==> src/rtl/can_gcr_pkg.sv <==
package can_gcr_pkg;
  localparam int REG_W       = 16;
  // read view positions
  localparam int RD_GOM      = 0;
  localparam int RD_SHUT     = 1;
  localparam int RD_ACC      = 15;
  // write view positions
  localparam int WR_EN_CLR   = 0;
  localparam int WR_EN_SET   = 8;
  localparam int WR_SHUT_SET = 9;

  typedef struct packed {
    logic en_set;
    logic en_clr;
    logic shut_set;
  } wr_ev_t;

  typedef struct packed {
    logic acc;
    logic shut;
    logic en;
  } gcr_state_t;
endpackage

==> src/rtl/can_gcr_decode.sv <==
module can_gcr_decode
  import can_gcr_pkg::*;
(
  input  logic             sel,
  input  logic             we,
  input  logic [REG_W-1:0] wdata,
  output wr_ev_t           ev
);
  logic wr;
  logic set_b;
  logic clr_b;

  always_comb begin
    wr          = sel & we;
    set_b       = wdata[WR_EN_SET];
    clr_b       = wdata[WR_EN_CLR];
    // a write naming both positions is treated as no request for the enable
    ev.en_set   = wr & set_b & ~clr_b;
    ev.en_clr   = wr & clr_b & ~set_b;
    ev.shut_set = wr & wdata[WR_SHUT_SET];
  end
endmodule

==> src/rtl/can_gcr_state.sv <==
module can_gcr_state
  import can_gcr_pkg::*;
(
  input  logic       clk,
  input  logic       rst,
  input  wr_ev_t     ev,
  input  logic       pm_enter,
  input  logic       pm_release,
  output gcr_state_t st
);
  logic drop_acc;
  logic raise_acc;

  always_comb begin
    drop_acc  = pm_enter | ev.en_clr;
    raise_acc = pm_release | ev.en_set;
  end

  always_ff @(posedge clk) begin
    if (rst) begin
      st <= '0;
    end else begin
      if (ev.en_set)      st.en <= 1'b1;
      else if (ev.en_clr) st.en <= 1'b0;

      if (ev.shut_set)    st.shut <= 1'b1;

      if (drop_acc)       st.acc <= 1'b0;
      else if (raise_acc) st.acc <= 1'b1;
    end
  end
endmodule

==> src/rtl/can_gcr_rdport.sv <==
module can_gcr_rdport
  import can_gcr_pkg::*;
(
  input  logic             clk,
  input  logic             rst,
  input  logic             rd,
  input  gcr_state_t       st,
  output logic [REG_W-1:0] rdata
);
  logic [REG_W-1:0] view;

  always_comb begin
    view         = '0;
    view[RD_GOM] = st.en;
    view[RD_SHUT]= st.shut;
    view[RD_ACC] = st.acc;
  end

  always_ff @(posedge clk) begin
    if (rst)     rdata <= '0;
    else if (rd) rdata <= view;
    else         rdata <= '0;
  end
endmodule

==> src/rtl/can_gcr_gate.sv <==
module can_gcr_gate #(
  parameter int DW = 32
) (
  input  logic          clk,
  input  logic          rst,
  input  logic          open,
  input  logic          wr_req,
  output logic          wr_ok,
  input  logic          rd_req,
  input  logic [DW-1:0] rd_raw,
  output logic [DW-1:0] rd_data
);
  assign wr_ok = wr_req & open;

  always_ff @(posedge clk) begin
    if (rst)                  rd_data <= '0;
    else if (rd_req && open)  rd_data <= rd_raw;
    else                      rd_data <= '0;
  end
endmodule

==> src/rtl/can_gcr_top.sv <==
module can_gcr_top
  import can_gcr_pkg::*;
#(
  parameter int NBANK   = 2,
  parameter int BANK_DW = 32
) (
  input  logic                     clk,
  input  logic                     rst,
  input  logic                     cfg_sel,
  input  logic                     cfg_we,
  input  logic [15:0]              cfg_wdata,
  output logic [15:0]              cfg_rdata,
  input  logic                     pm_enter,
  input  logic                     pm_release,
  output logic                     buf_access_en,
  input  logic [NBANK-1:0]         bank_wr_req,
  output logic [NBANK-1:0]         bank_wr_ok,
  input  logic [NBANK-1:0]         bank_rd_req,
  input  logic [NBANK*BANK_DW-1:0] bank_rd_raw,
  output logic [NBANK*BANK_DW-1:0] bank_rd_data
);
  localparam int BUS_W = NBANK * BANK_DW;

  wr_ev_t     ev;
  gcr_state_t st;
  logic       cfg_rd;

  assign cfg_rd        = cfg_sel & ~cfg_we;
  assign buf_access_en = st.acc;

  can_gcr_decode u_dec (
    .sel   (cfg_sel),
    .we    (cfg_we),
    .wdata (cfg_wdata),
    .ev    (ev)
  );

  can_gcr_state u_st (
    .clk        (clk),
    .rst        (rst),
    .ev         (ev),
    .pm_enter   (pm_enter),
    .pm_release (pm_release),
    .st         (st)
  );

  can_gcr_rdport u_rd (
    .clk   (clk),
    .rst   (rst),
    .rd    (cfg_rd),
    .st    (st),
    .rdata (cfg_rdata)
  );

  for (genvar b = 0; b < NBANK; b++) begin : g_bank
    can_gcr_gate #(.DW(BANK_DW)) u_gate (
      .clk     (clk),
      .rst     (rst),
      .open    (st.acc),
      .wr_req  (bank_wr_req[b]),
      .wr_ok   (bank_wr_ok[b]),
      .rd_req  (bank_rd_req[b]),
      .rd_raw  (bank_rd_raw[b*BANK_DW +: BANK_DW]),
      .rd_data (bank_rd_data[b*BANK_DW +: BANK_DW])
    );
  end

  if (BUS_W < NBANK) begin : g_bad_cfg
    initial $error("bank width must be at least 1");
  end
endmodule

==> config.mk <==
export PLATFORM = sky130hd
export DESIGN_NAME = can_gcr_top
export DESIGN_NICKNAME = d
export VERILOG_FILES = /design/src/rtl/can_gcr_pkg.sv /design/src/rtl/can_gcr_decode.sv /design/src/rtl/can_gcr_state.sv /design/src/rtl/can_gcr_rdport.sv /design/src/rtl/can_gcr_gate.sv /design/src/rtl/can_gcr_top.sv
export SDC_FILE = /design/constraint.sdc
export NUM_CORES = 1
export LEC_CHECK = 0
export BUFFER_PORTS_ARGS = -buffer_cell sky130_fd_sc_hd__buf_2
export CAP_MARGIN = 40
export CORE_AREA = 2 2 78 80
export DETAILED_ROUTE_END_ITERATION = 7
export DIE_AREA = 0 0 80 82
export GPL_ROUTABILITY_DRIVEN = 0
export PLACE_DENSITY = 0.77
export SLEW_MARGIN = 5
export SYNTH_ARGS = -nofsm -noshare
export SYNTH_HDL_FRONTEND = slang
export SYNTH_SLANG_ARGS = --single-unit
export TNS_END_PERCENT = 5
==> constraint.sdc <==
create_clock -name clk -period 1.19 [get_ports clk]
set_input_delay 0.238 -clock clk [delete_from_list [all_inputs] [get_ports clk]]
set_output_delay 0.238 -clock clk [all_outputs]
set_load 0.01 [all_outputs]
### Word-level counts from Yosys, hierarchy flattened

Cells that the tools add are included.

| storage, ports and cells | value |
|---|---|
| register bits after elaboration | 83 |
| bits of input ports | 90 |
| output and inout bits | 83 |
| logic and storage cells | 33 |

| operators by class | value |
|---|---|
| mux-type cells | 2 |
| bitwise logic cells | 17 |
| reductions and logical operators | 7 |

Operators with widths:

| kind | count |
|---|---|
| $and A1 B1 Y1 | 9 |
| $reduce_or A2 Y1 | 4 |
| $not A1 Y1 | 6 |
| $logic_and A1 B1 Y1 | 2 |
| $mux W1 | 2 |
| $or A1 B1 Y1 | 2 |
| $reduce_bool A2 Y1 | 1 |

### Depth between registers and ports, before layout

| depth | value |
|---|---|
| word-level depth | 5 |
| gate-level depth with buffers | 3 |
| mapped depth without buffers | 3 |

### Cells and area by module

A second synthesis with hierarchy kept.

| second synthesis, totals | value |
|---|---|
| cell total of the unflattened synthesis | 182 |
| area total of the unflattened synthesis | 2,367.3 um^2 |

By module, submodules not included:

| module | times used | cells each | area each (um^2) | seq. area each (um^2) |
|---|---|---|---|---|
| can_gcr_gate | 2 | 74 | 1,019.7 | 640.6 |
| can_gcr_rdport | 1 | 20 | 187.7 | 60.1 |
| can_gcr_state | 1 | 10 | 100.1 | 60.1 |
| can_gcr_decode | 1 | 3 | 26.3 | 0.0 |
| can_gcr_top | 1 | 1 | 13.8 | 0.0 |

### Least setup slack after synthesis

Ideal clock, no wire load.

| timing path | value |
|---|---|
| path kind | reg2reg |
| start point | reg, netlist name u_st.st[2] |
| end point | reg g_bank[0].u_gate.rd_data[0] |
| library setup time | 59 ps |
| arrival time | 902 ps |
| required time | 1,131 ps |
| path slack | 229 ps |
| stages on the path, launching flop included | 4 |
| buffers on the path | 1 |
| clock period less this slack | 961 ps |
| cell sequence | dfxtp_1 and3b_4 buf_6 and2_1 |

| between the ends | value |
|---|---|
| cells in the longest elaborated chain, start to end | 3 |

Ends and longest elaborated chain:

| item | line | RTL |
|---|---|---|
| $logic_and A1 B1 Y1 | can_gcr_gate.sv:17 | `else if (rd_req && open) rd_data <= rd_raw;` |
| $not A1 Y1 (no line) | n/a |  |
| $reduce_or A2 Y1 (no line) | n/a |  |
| to (signal assigned) | can_gcr_gate.sv:17 |  |
| to (decl) | can_gcr_gate.sv:11 | `output logic [DW-1:0] rd_data` |

No other way between the ends.
A chain may end at the register's enable or synchronous reset.

### Worst setup path in the final report

| timing path | value |
|---|---|
| start point | reg, netlist name u_st.st[2] |
| end point | out buf_access_en |

RTL lines:

| item | line | RTL |
|---|---|---|
| to (decl) | can_gcr_top.sv:15 | `output logic buf_access_en,` |

No word-level cell between the ends.

==> results.toml <==
[sta]
rsz0062_at_grt = "yes"
drv_slew = 0
setup_viol = 0
fin_skew_ns = 0.00812
setup_ws_ns = 0.0299
final_hold_viol_count = 0
period_needed_ns = 1.16
layout_worst_path_cycle_share_pct = 97.5
fmax_mhz = 862

[critical_path]
crit_start = "u_st.st[2]$_SDFFE_PP0P_"
path_cells = "buf_4 > buf_6"
path_buf_inv = 2
ff2ff_path_depth = 4
arrival_ns = 0.92
crit_family = "flip-flops"
cp.required_ns = 0.95
path_class = "flip-flop to output port"
r2r-start = "u_st.st[2]$_SDFFE_PP0P_"
r2r_slack_ns = 0.09
endpoint_kind = "output port"
regToRegEndpoint = "g_bank[0].u_gate.rd_data[10]$_SDFF_PP0_"
startpoint_type = "flip-flop"
cp_num_cells = 2
path_max_fanout = 4
critPathSlowestCell = "dfxtp_4"
critPathMaxStageDelay_ns = 0.35
crit_path_end = "buf_access_en"

[status]
status = "complete, no violations"

[die]
num_rows = 28
die_y_microns = 82
dieArea_sq_mm = 0.00656
die_width_microns = 80
initial_core_util_pct = 36.7
core-area_sq_mm = 0.00575
num_io_pins = 173

[global_route]
grt_remaining_overflow = 0
grt_max_degree = 33
grt_pass1_vias = 1437
antenna_found_initial = 0
grt_pass1_wl_microns = 6530
globalRouteTotalUtil_pct = 13.3

[clocking]
h-tree-depth = 3
numCtsBuffers = 9
cts_tree = "built"
clk_pin_slew_worst_paths_ns = 0.07
clock-sinks = 70
cts-root-buf = "clkbuf_8"
clk_path_buf_depth = 2
clock_latency_ns = 0.33

[drt]
ant_nets = 0
drc = 0
routedWlPerCell_microns = 11.3
firstDrtPassIters = 4
drt-total-wl_microns = 4580
vias = 1621
drt_iter0_markers = 22
via_per_inst = 3.98

[finish]
nets = 417
syn_to_final_growth_pct = 48.7
antenna_cells = 0
final_cells = 407
fill_cells = 530
stdcell_area_sq_mm = 0.00313
drive_gt1_share_pct = 51.8
final_util_pct = 54.5

[placement]
portBuffers = 146
dp_slack_ns = 0.0788
placed_area_sq_mm = 0.00284
dp_cells = 389
dp_hpwl_microns = 3540

[synthesis]
netlist_instances = 174
yosysWarnings = 0
yosysSeqAreaShare_pct = 66.5
synthesis.area_sq_mm = 0.00211
avgSynthCellArea_sq_um = 12.1
yosys_register_bits = 70
synth_cell_types = 16

[power_and_ir_drop]
power_per_cell_area_mw_per_mm2 = 1580
p_int_mw = 3.98
sw_frac_of_total_pct = 19.5
p_comb_share_pct = 5.4
finalPower_mw = 4.94
peakVddDrop_mv = 0.836
pwr-share-seq_pct = 48.3
p_leak_nw = 1.69
clockPowerShare_pct = 46.3
power.switching_mw = 0.965

[run]
maxCapViolCount = 0

[hold_path]
hp-class = "input port to flip-flop"
[worst min-delay path by stage]
stage,startpoint,end,slack [ns],cells after the start
after floorplan,rst,u_st.st[0]$_SDFFE_PP0P_,0.31,1
after global placement,pm_enter,u_st.st[2]$_SDFFE_PP0P_,0.40,2
after detailed placement,pm_enter,u_st.st[2]$_SDFFE_PP0P_,0.40,2
after CTS,pm_enter,u_st.st[2]$_SDFFE_PP0P_,0.04,2
after global routing,pm_enter,u_st.st[2]$_SDFFE_PP0P_,0.05,2
final,pm_enter,u_st.st[2]$_SDFFE_PP0P_,0.06,2
[routing by layer]
| layer | part of all wire (%) | routed length [microns] | up-vias | track usage (%) |
|---|---|---|---|---|
| met5 | 0 | 0 | - | 0 |
| met4 | 1.4 | 63 | 0 | 7.12 |
| met1 | 37 | 1680 | 708 | 12.7 |
| met2 | 51 | 2330 | 96 | 24.5 |
| li1 | - | - | 811 | - |
| met3 | 11 | 506 | 6 | 5.27 |
[per-stage QoR]
stage | hold WS [ns] | TNS, ns
after floorplan | 0.307 | 0
after global placement | 0.400 | 0
after detailed placement | 0.400 | 0
after CTS | 0.0393 | -0.00656
after global routing | 0.0512 | -0.0355
final | 0.0576 | 0
[cell usage in the layout, fill, tap and decap left out, types with 2 or more instances in the layout]
master	Yosys	routed
clkinv_2	0	2
and2_4	0	2
bufinv_16	0	3
conb_1	1	13
and3b_4	2	2
buf_6	6	3
and2_1	69	67
buf_4	15	3
clkbuf_8	0	10
o21ai_0	2	2
buf_2	0	143
dfxtp_1	70	69
buf_12	0	2
[cells in the mapped netlist]
| master | n | share of area (%) |
|---|---|---|
| nand3_1 | 1 | 0.24 |
| a21oi_1 | 1 | 0.24 |
| conb_1 | 1 | 0.18 |
| buf_6 | 6 | 3.2 |
| dfxtp_1 | 70 | 67 |
| buf_4 | 15 | 5.3 |
| and2_1 | 69 | 20 |
| nor2_1 | 1 | 0.18 |
| o31ai_1 | 1 | 0.36 |
| and3b_4 | 2 | 1.2 |
| and3b_1 | 1 | 0.42 |
| nand2_1 | 1 | 0.18 |
| nor3b_1 | 1 | 0.36 |
| a31oi_1 | 1 | 0.30 |
| o21ai_0 | 2 | 0.48 |
| a211oi_1 | 1 | 0.36 |
[worst reg2reg max path, cell delays in order, from the launching register on]
cell and delay (ns):
dfxtp_4 0.35, buf_4 0.13, and3b_4 0.21, buf_12 0.15, and2_1 0.16
[power by group through the flow]
stage	combinational, mW	clock, mW	sequential [mW]
floorplan	0.108	0	2.46
global placement	0.250	0	2.44
detailed placement	0.256	0	2.44
CTS	0.267	2.35	2.39
global route	0.300	2.45	2.39
finish	0.269	2.29	2.39
[kinds of logic (layout without fill, tap and decap cells)]
logic type / after synthesis / after routing / share of synthesized area, %
AO/OA/AOI/OAI: 6 / 6 / 1.72
buffers and inverters: 21 / 167 / 8.55
flip-flops: 70 / 70 / 66.5
other: 1 / 13 / 0.178
AND/OR/NAND/NOR: 76 / 76 / 23.0
[registers in the layout, summed over array words and instances, names as in the netlist]
name and count:
g_bank.u_gate.rd_data 64, u_rd.rdata 3, u_st.st 3
[area by class of cell]
class / count / area (sq um) / share of cell area (%)
flip-flops and latches: 70 / 1410 / 44.8
clock buffers: 10 / 138 / 4.39
repair buffers: 151 / 812 / 25.9
multi-input cells: 95 / 576 / 18.4
well taps: 75 / 93.8 / 3.00
clock inverters: 6 / 109 / 3.47
[timing repair]
| action | CTS | global route |
|---|---|---|
| gates cloned | 0 | 0 |
| resized for setup | 4 | 3 |
| pin swaps | 0 | 0 |
| setup buffers | 2 | 0 |
| hold buffers | 0 | 0 |
| endpoints found under the setup margin | 3 | 3 |
No activity file was read; power rests on OpenSTA's default activity.
